--- src/rtl/prox_frame_pkg.sv ---
package prox_frame_pkg;
  localparam int ID_W      = 40;
  localparam int ROW_W     = 4;
  localparam int ROWS      = ID_W / ROW_W;
  localparam int HDR_LEN   = 9;
  localparam int FRAME_LEN = HDR_LEN + ROWS * (ROW_W + 1) + ROW_W + 1;
  localparam int IDX_W     = $clog2(FRAME_LEN);

  typedef logic [ID_W-1:0]      id_t;
  typedef logic [FRAME_LEN-1:0] frame_t;

  // XOR of the bit in row position col (0 = first sent) across all rows
  function automatic logic column_parity(id_t id, int col);
    logic acc;
    acc = 1'b0;
    for (int r = 0; r < ROWS; r++) begin
      acc ^= id[ID_W-1-r*ROW_W-col];
    end
    return acc;
  endfunction

  // half-bit length in clock cycles for a given rate value
  function automatic int unsigned half_cycles(int unsigned rate, int unsigned dflt);
    if (rate == 0) return dflt / 2;
    if (rate < 2)  return 1;
    return rate / 2;
  endfunction
endpackage

--- src/rtl/prox_frame_builder.sv ---
module prox_frame_builder
  import prox_frame_pkg::*;
(
  input  id_t    id,
  output frame_t frame
);
  localparam int ROW_BASE = FRAME_LEN - 1 - HDR_LEN;
  localparam int COL_BASE = ROW_BASE - ROWS * (ROW_W + 1);

  assign frame[FRAME_LEN-1 -: HDR_LEN] = '1;

  for (genvar r = 0; r < ROWS; r++) begin : g_row
    localparam int DST = ROW_BASE - r * (ROW_W + 1);
    localparam int SRC = ID_W - 1 - r * ROW_W;
    assign frame[DST -: ROW_W]  = id[SRC -: ROW_W];
    assign frame[DST - ROW_W]   = ^id[SRC -: ROW_W];
  end

  for (genvar c = 0; c < ROW_W; c++) begin : g_col
    assign frame[COL_BASE - c] = column_parity(id, c);
  end

  assign frame[0] = 1'b0;
endmodule

--- src/rtl/prox_bit_timer.sv ---
module prox_bit_timer #(
  parameter int CNT_W    = 8,
  parameter int IDX_W    = 6,
  parameter int LAST_IDX = 63
) (
  input  logic             clk,
  input  logic             rst_n,
  input  logic             run,
  input  logic             restart,
  input  logic [CNT_W-1:0] half_lim,
  output logic [IDX_W-1:0] bit_idx,
  output logic             phase,
  output logic             frame_last
);
  logic [CNT_W-1:0] cnt;
  logic             half_last;

  assign half_last  = (cnt == half_lim - CNT_W'(1));
  assign frame_last = run && half_last && phase && (bit_idx == IDX_W'(LAST_IDX));

  always_ff @(posedge clk or negedge rst_n) begin
    if (!rst_n) begin
      cnt     <= '0;
      phase   <= 1'b0;
      bit_idx <= '0;
    end else if (restart) begin
      cnt     <= '0;
      phase   <= 1'b0;
      bit_idx <= '0;
    end else if (run && half_last) begin
      cnt <= '0;
      if (phase) begin
        phase   <= 1'b0;
        bit_idx <= bit_idx + IDX_W'(1);
      end else begin
        phase <= 1'b1;
      end
    end else if (run) begin
      cnt <= cnt + CNT_W'(1);
    end
  end
endmodule

--- src/rtl/prox_id_serializer.sv ---
module prox_id_serializer
  import prox_frame_pkg::*;
#(
  parameter int RATE_W         = 8,
  parameter int DEFAULT_PERIOD = 64
) (
  input  logic              clk,
  input  logic              rst_n,
  input  logic              enable,
  input  logic              load,
  input  logic [ID_W-1:0]   id_in,
  input  logic [RATE_W-1:0] rate_in,
  output logic              busy,
  output logic              done,
  output logic              mod_out
);
  localparam int LAST_IDX = FRAME_LEN - 1;

  logic              active, pend_vld, cur_vld, announce, done_q;
  id_t               pend_id;
  logic [RATE_W-1:0] pend_rate, pend_half, cur_half;
  frame_t            pend_frame, cur_frame;

  // named internal events
  logic              take_w, swap_w, frame_end_w, phase_w;
  logic [IDX_W-1:0]  bit_idx_w;

  prox_frame_builder bld_i (
    .id    (pend_id),
    .frame (pend_frame)
  );

  assign pend_half = RATE_W'(half_cycles(32'(pend_rate), DEFAULT_PERIOD));

  prox_bit_timer #(
    .CNT_W    (RATE_W),
    .IDX_W    (IDX_W),
    .LAST_IDX (LAST_IDX)
  ) tmr_i (
    .clk        (clk),
    .rst_n      (rst_n),
    .run        (active),
    .restart    (take_w),
    .half_lim   (cur_half),
    .bit_idx    (bit_idx_w),
    .phase      (phase_w),
    .frame_last (frame_end_w)
  );

  assign take_w = (!active && enable && (pend_vld || cur_vld)) || (frame_end_w && enable);
  assign swap_w = take_w && pend_vld;

  always_ff @(posedge clk or negedge rst_n) begin
    if (!rst_n) begin
      active    <= 1'b0;
      pend_vld  <= 1'b0;
      cur_vld   <= 1'b0;
      announce  <= 1'b0;
      done_q    <= 1'b0;
      pend_id   <= '0;
      pend_rate <= '0;
      cur_half  <= '0;
      cur_frame <= '0;
    end else begin
      if (load) begin
        pend_id   <= id_in;
        pend_rate <= rate_in;
      end
      if (load)        pend_vld <= 1'b1;
      else if (swap_w) pend_vld <= 1'b0;
      if (swap_w) begin
        cur_frame <= pend_frame;
        cur_half  <= pend_half;
        cur_vld   <= 1'b1;
      end
      if (take_w)           active <= 1'b1;
      else if (frame_end_w) active <= 1'b0;
      done_q <= frame_end_w && announce;
      if (swap_w)           announce <= 1'b1;
      else if (frame_end_w) announce <= 1'b0;
    end
  end

  assign busy    = active;
  assign done    = done_q;
  assign mod_out = active & (cur_frame[IDX_W'(LAST_IDX) - bit_idx_w] ^ phase_w);
endmodule

--- config.mk ---
export PLATFORM = sky130hd
export DESIGN_NAME = prox_id_serializer
export DESIGN_NICKNAME = d
export VERILOG_FILES = /design/src/rtl/prox_frame_pkg.sv /design/src/rtl/prox_frame_builder.sv /design/src/rtl/prox_bit_timer.sv /design/src/rtl/prox_id_serializer.sv
export SDC_FILE = /design/constraint.sdc
export NUM_CORES = 1
export LEC_CHECK = 0
export ABC_CLOCK_PERIOD_IN_PS = 5500
export CAP_MARGIN = 20
export CORE_ASPECT_RATIO = 1.75
export CORE_MARGIN = 1.5
export CORE_UTILIZATION = 30
export DETAILED_ROUTE_END_ITERATION = 10
export DONT_BUFFER_PORTS = 1
export PLACE_DENSITY = 0.48
export SLEW_MARGIN = 40
export SYNTH_ARGS = -nofsm -noshare
export SYNTH_HDL_FRONTEND = slang
export SYNTH_SLANG_ARGS = --single-unit
--- constraint.sdc ---
create_clock -name clk -period 5.5 [get_ports clk]
set_input_delay 1.1 -clock clk [delete_from_list [all_inputs] [get_ports clk]]
set_output_delay 1.1 -clock clk [all_outputs]
set_load 0.03 [all_outputs]
Yosys cells after proc, flatten, opt, wreduce, memory -nomap -nowiden. Index checks and enable logic that the tools add are counted.

Bits in registers: 131. Bits of input ports: 52.

$add $sub $neg: 4. Magnitude comparators: 2. Eq/ne operators: 2. Multiplexer cells: 23. Bitwise logic cells: 38. Reduce and logical (&&, ||, !) cells: 29.

Operators by type and width (count): parity 4 bit (10); bitwise XOR 1 bit (37); two-way mux 8 bit (4); two-way mux 6 bit (5); two-way mux 1 bit (12); nonzero test 2 bit (5); adder 8 x 1 -> 8 bit (second input constant) (1); equality test 8 bit (1); logical AND 1 bit (8); zero test 8 bit (1); less-than comparator 8 x 2 -> 1 bit (second input constant) (1); subtractor 8 x 1 -> 8 bit (second input constant) (1); less-than comparator 6 x 7 -> 1 bit (second input constant) (1); two-way mux 7 bit (1); adder 6 x 1 -> 6 bit (second input constant) (1); binary-select mux 1 bit (select 6 bit) (1); equality test 6 bit (second input constant) (1); subtractor 6 bit (first input constant) (1); nonzero test 3 bit (1); logical OR 1 bit (2); AND reduction 2 bit (1); AND 1 bit (1); zero test 1 bit (1).

Logic depth before layout (Yosys ltp).
Depth in word-level cells: 10. Gate-level depth with buffers: 11. Gate-level depth less buffers: 8.

Cells and area by module. From an unflattened synthesis, not the netlist that was laid out.

Cells, all modules: 559. Area, all modules: 7236.9 sq um.

Modules (own cells, without submodules): prox_id_serializer (times used 1, cells an instance 329, area an instance 5211.2 sq um, sequential area each 3103.0 sq um); prox_bit_timer (times used 1, cells an instance 116, area an instance 1014.7 sq um, sequential area each 375.4 sq um); prox_frame_builder (times used 1, cells an instance 114, area an instance 1011.0 sq um, sequential area each 0.0 sq um).

Worst setup path after synthesis. No wires, ideal clock.

Kind: reg-to-output. Start: reg tmr_i.bit_idx[0]. End: out mod_out. Arrival time: 2.920 ns. Data required time: 4.400 ns. Path slack: 1.480 ns. Stages on the path, launching flop included: 7. Path through: dfrtp_1 -> clkbuf_1 -> mux4_2 -> mux4_2 -> or3b_1 -> o311ai_1 -> mux2i_1.

Word-level cells in the longest chain between the ends: 5.

Ends and longest elaborated chain: start, declared (line prox_bit_timer.sv:11) `output logic [IDX_W-1:0] bit_idx,`; start signal, assigned (line prox_bit_timer.sv:34) `bit_idx <= bit_idx + IDX_W'(1);`; subtractor 6 bit (line prox_id_serializer.sv:86) `assign mod_out = active & (cur_frame[IDX_W'(LAST_IDX) - bit_idx_w] ^ phase_w);`; binary-select mux 1 bit (select 6 bit) (line prox_id_serializer.sv:86); two-way mux 1 bit (implied by the code) (line prox_id_serializer.sv:86); bitwise XOR 1 bit (line prox_id_serializer.sv:86); AND 1 bit (line prox_id_serializer.sv:86); end, declared (line prox_id_serializer.sv:15) `output logic mod_out`.

No other way between the ends. The select of a mux whose other input is x is not followed.

Final worst setup path. Ends and elaborated chain as after synthesis.

==> flow_summary.toml <==
[worst_setup_path]
cp-start-kind = "flop"
crit_fanout = 20
critPathTopFamily = "multiplexers"
crit_buf_inv = 0
crit_top_cell = "mux4_2"
worstPathCellList = "mux4_2 > mux4_2 > or3b_1 > o311ai_1 > mux2i_1"
cp.arrival_ns = 3.44
max_stage_delay_ns = 0.71
crit_required_ns = 4.40
slowest_stage = "dfrtp_2"
critPathCaptureType = "primary output"
worstSetupPathType = "flop to primary output"

[cells_and_area]
fin_nets = 548
fin_cells = 802
n_antenna_cell = 0
area_growth_pct = 13.5
nFillCells = 2175
drive_gt1_share_pct = 30.4

[timing]
fin_skew_ns = 0.0115
final-setup-viol-count = 0
slew_headroom_pct = 47.3
tns_ns = 0
max_freq_mhz = 220
fin_crit_ns = 4.54
hold_viol = 0
grt_setup_unrepaired = "no"
final_max_slew_viol_count = 0
worstMarginPinSlew_ns = 0.769
period_share_pct = 82.6

[pwr]
ir_drop_v = 0.000218
p_sw_uw = 968
pwr-share-seq_pct = 40.7
p_comb_share_pct = 22.7
power.leakage_uw = 0.00328
p_clk_share_pct = 36.5
p_int_uw = 2460
p_per_area_mw_per_mm2 = 451
switching_share_pct = 28.3

[floorplan]
die_x_microns = 116
ios = 55
rows = 72
initial_core_util_pct = 30.5
die_y_microns = 201
fp.coreArea_sq_mm = 0.0220
dieArea_sq_mm = 0.0233

[synth]
syn_avg_cell_area_sq_um = 13.5
ys_seq_area_share_pct = 48.2
synth-edff-count = 0
synth_top_cell_area_share_pct = 48.2
ys_ff_latch = 129
syn_inst = 497
synth_nets = 552
synthTopCellsByArea = "dfrtp_1, mux2_4, mux2_2"
synth.distinct_cells = 52
synthArstFlopShare_pct = 100
synth_top_area_cell = "dfrtp_1"
synth_ff_type = "dfrtp_1"
yosysWarnings = 0
synth.cell_area_sq_mm = 0.00670

[placed_design]
place_congestion = 0.792
post-place-cells = 770
dpl.hpwl_microns = 10200
io_buffers = 0

[clocking]
cts_tree = "built"
ctsResizeCount = 0
htreeDepth = 4
clock_latency_ns = 0.42
clk_path_buf_depth = 2
cts_buffers = 17
path_clk_slew_ns = 0.06
root_buffer = "clkbuf_16"
cts_setup_buffers = 0
holdBufCountCts = 0
cts.sinks = 129

[route]
wl_met1_microns = 5540
wire_per_inst_microns = 18.2
ant_nets = 0
drt_pass1_iterations = 5
viasPerCell = 4.73
drcViolationCount = 0
wl_met2_microns = 8290
routed_wl_microns = 14600
routed-wl-met3_microns = 462
drt_iter0_drc = 146
vias = 3797
highest_layer = "met4"

[global_route]
grt_max_degree = 130
grtUsageTotal_pct = 13.6
antenna_found_initial = 0
grt_pass1_vias = 4300
grt-ovfl-total = 0
grt_pass1_wl_microns = 23800

[outcome]
outcome = "finished clean"

[flow_run]
max_cap_viol_count = 0

[hold_path]
worst_hold_path_type = "input pin to async pin"
[through the flow]
stage | area [sq um] | setup WS (ns) | hold WS (ns) | total power, uW | utilization (%)
2_1_floorplan | 6700 | 1.48 | 0.454 | 2010 | -
3_3_place_gp | 6950 | 1.06 | 0.482 | 2180 | 31.6
3_5_place_dp | 6950 | 1.37 | 0.489 | 2210 | 31.6
4_1_cts | 7600 | 0.889 | 0.354 | 3480 | 34.6
5_1_grt | 7600 | 0.770 | 0.348 | 3620 | 34.6
6_report | 7600 | 0.960 | 0.377 | 3430 | 34.6
[flip-flops by register name, indices dropped and copies added (netlist names)]
register / count
cur_frame: 54
pend_id: 40
pend_rate: 8
tmr_i.cnt: 8
cur_half: 7
tmr_i.bit_idx: 6
announce: 1
busy: 1
cur_vld: 1
done: 1
pend_vld: 1
tmr_i.phase: 1
[final timing paths]
check                      slack, ns                         start  cells past startpoint                        end
setup / recovery                0.96  tmr_i.bit_idx[0]$_DFFE_PN0P_                      5                    mod_out
hold / removal                  0.38                         rst_n                      0   pend_rate[4]$_DFFE_PN0P_
setup reg to reg                2.03       cur_half[0]$_DFFE_PN0P_                      9  cur_frame[52]$_DFFE_PN0P_
hold reg to reg                 0.50      cur_frame[2]$_DFFE_PN0P_                      1   cur_frame[2]$_DFFE_PN0P_
max in group asynchronous       4.92                         rst_n                      0     pend_id[8]$_DFFE_PN0P_
min in group clk                0.50      cur_frame[2]$_DFFE_PN0P_                      1   cur_frame[2]$_DFFE_PN0P_
[layout by cell type (no fill, tap or decap), drive strengths merged, types with 7 or more instances in the layout]
| cell | count |
|---|---|
| a211oi | 8 |
| mux4 | 14 |
| mux2 | 107 |
| mux2i | 7 |
| a21oi | 9 |
| nor2 | 16 |
| xnor2 | 60 |
| dfrtp | 129 |
| o21ai | 12 |
| nor2b | 7 |
| nand3 | 7 |
| nand2 | 8 |
| inv | 8 |
| clkbuf | 23 |
| xor2 | 16 |
[metal layers]
metal  up-vias  global-route usage [%]
met5         -                       0
met1      1947                    14.4
met2        64                    24.8
met3        18                    3.83
li1       1768                       -
met4         0                    5.53
[worst reg2reg max path, delay by kind of cell, from the launching register on]
| family | cells | cell delay [ns] |
|---|---|---|
| and+or+nand+nor | 2 | 0.50 |
| DFF | 1 | 0.45 |
| muxes | 1 | 0.37 |
| AOI/OAI and AO/OA | 3 | 1.28 |
| buffers and inverters | 2 | 0.46 |
| adders and majority gates | 1 | 0.31 |
[kinds of logic (layout without fill, tap and decap cells)]
family	after synthesis	after routing	synth area share (%)
compound gates	50	50	4.99
xor+xnor	76	76	9.94
fa+ha+maj	3	3	0.560
buf+inv	34	43	2.73
flops	129	129	48.2
mux	128	128	26.9
simple gates	77	77	6.65
[Yosys cell counts (all sizes together), types with 2 or more instances]
library cell and instances:
nand4 4, nor2b 7, dfrtp 129, o31ai 4, nand4b 2, nand2b 2
buf 15, a22oi 3, ha 3, nor3 4, nor3b 2, nand2 8
mux4 14, nor4 2, a31oi 3, and2 3, or3 2, o21ai 12
a21oi 9, inv 8, nor2 16, and3 5, mux2 107, xor2 16
clkbuf 11, nand3 7, xnor2 60, mux2i 7, or4 4, nand3b 5
a211oi 8
[power by group through the flow]
| stage | Sequential (uW) | Combinational [uW] | Clock (uW) |
|---|---|---|---|
| 4_1_cts | 1410 | 791 | 1290 |
| 3_5_place_dp | 1420 | 785 | 0 |
| 3_3_place_gp | 1410 | 766 | 0 |
| 5_1_grt | 1440 | 852 | 1330 |
| 2_1_floorplan | 1270 | 744 | 0 |
| 6_report | 1400 | 779 | 1250 |
[area by class of cell]
type | count | area (sq um) | share of cell area [%]
Multi-Input combinational cell | 334 | 3290 | 43.3
Sequential cell | 129 | 3230 | 42.5
Clock buffer | 23 | 478 | 6.29
Tap cell | 296 | 370 | 4.87
Clock inverter | 9 | 178 | 2.34
Inverter | 8 | 30.0 | 0.395
Timing Repair Buffer | 3 | 22.5 | 0.296
Power figures use the tool's default switching activity.
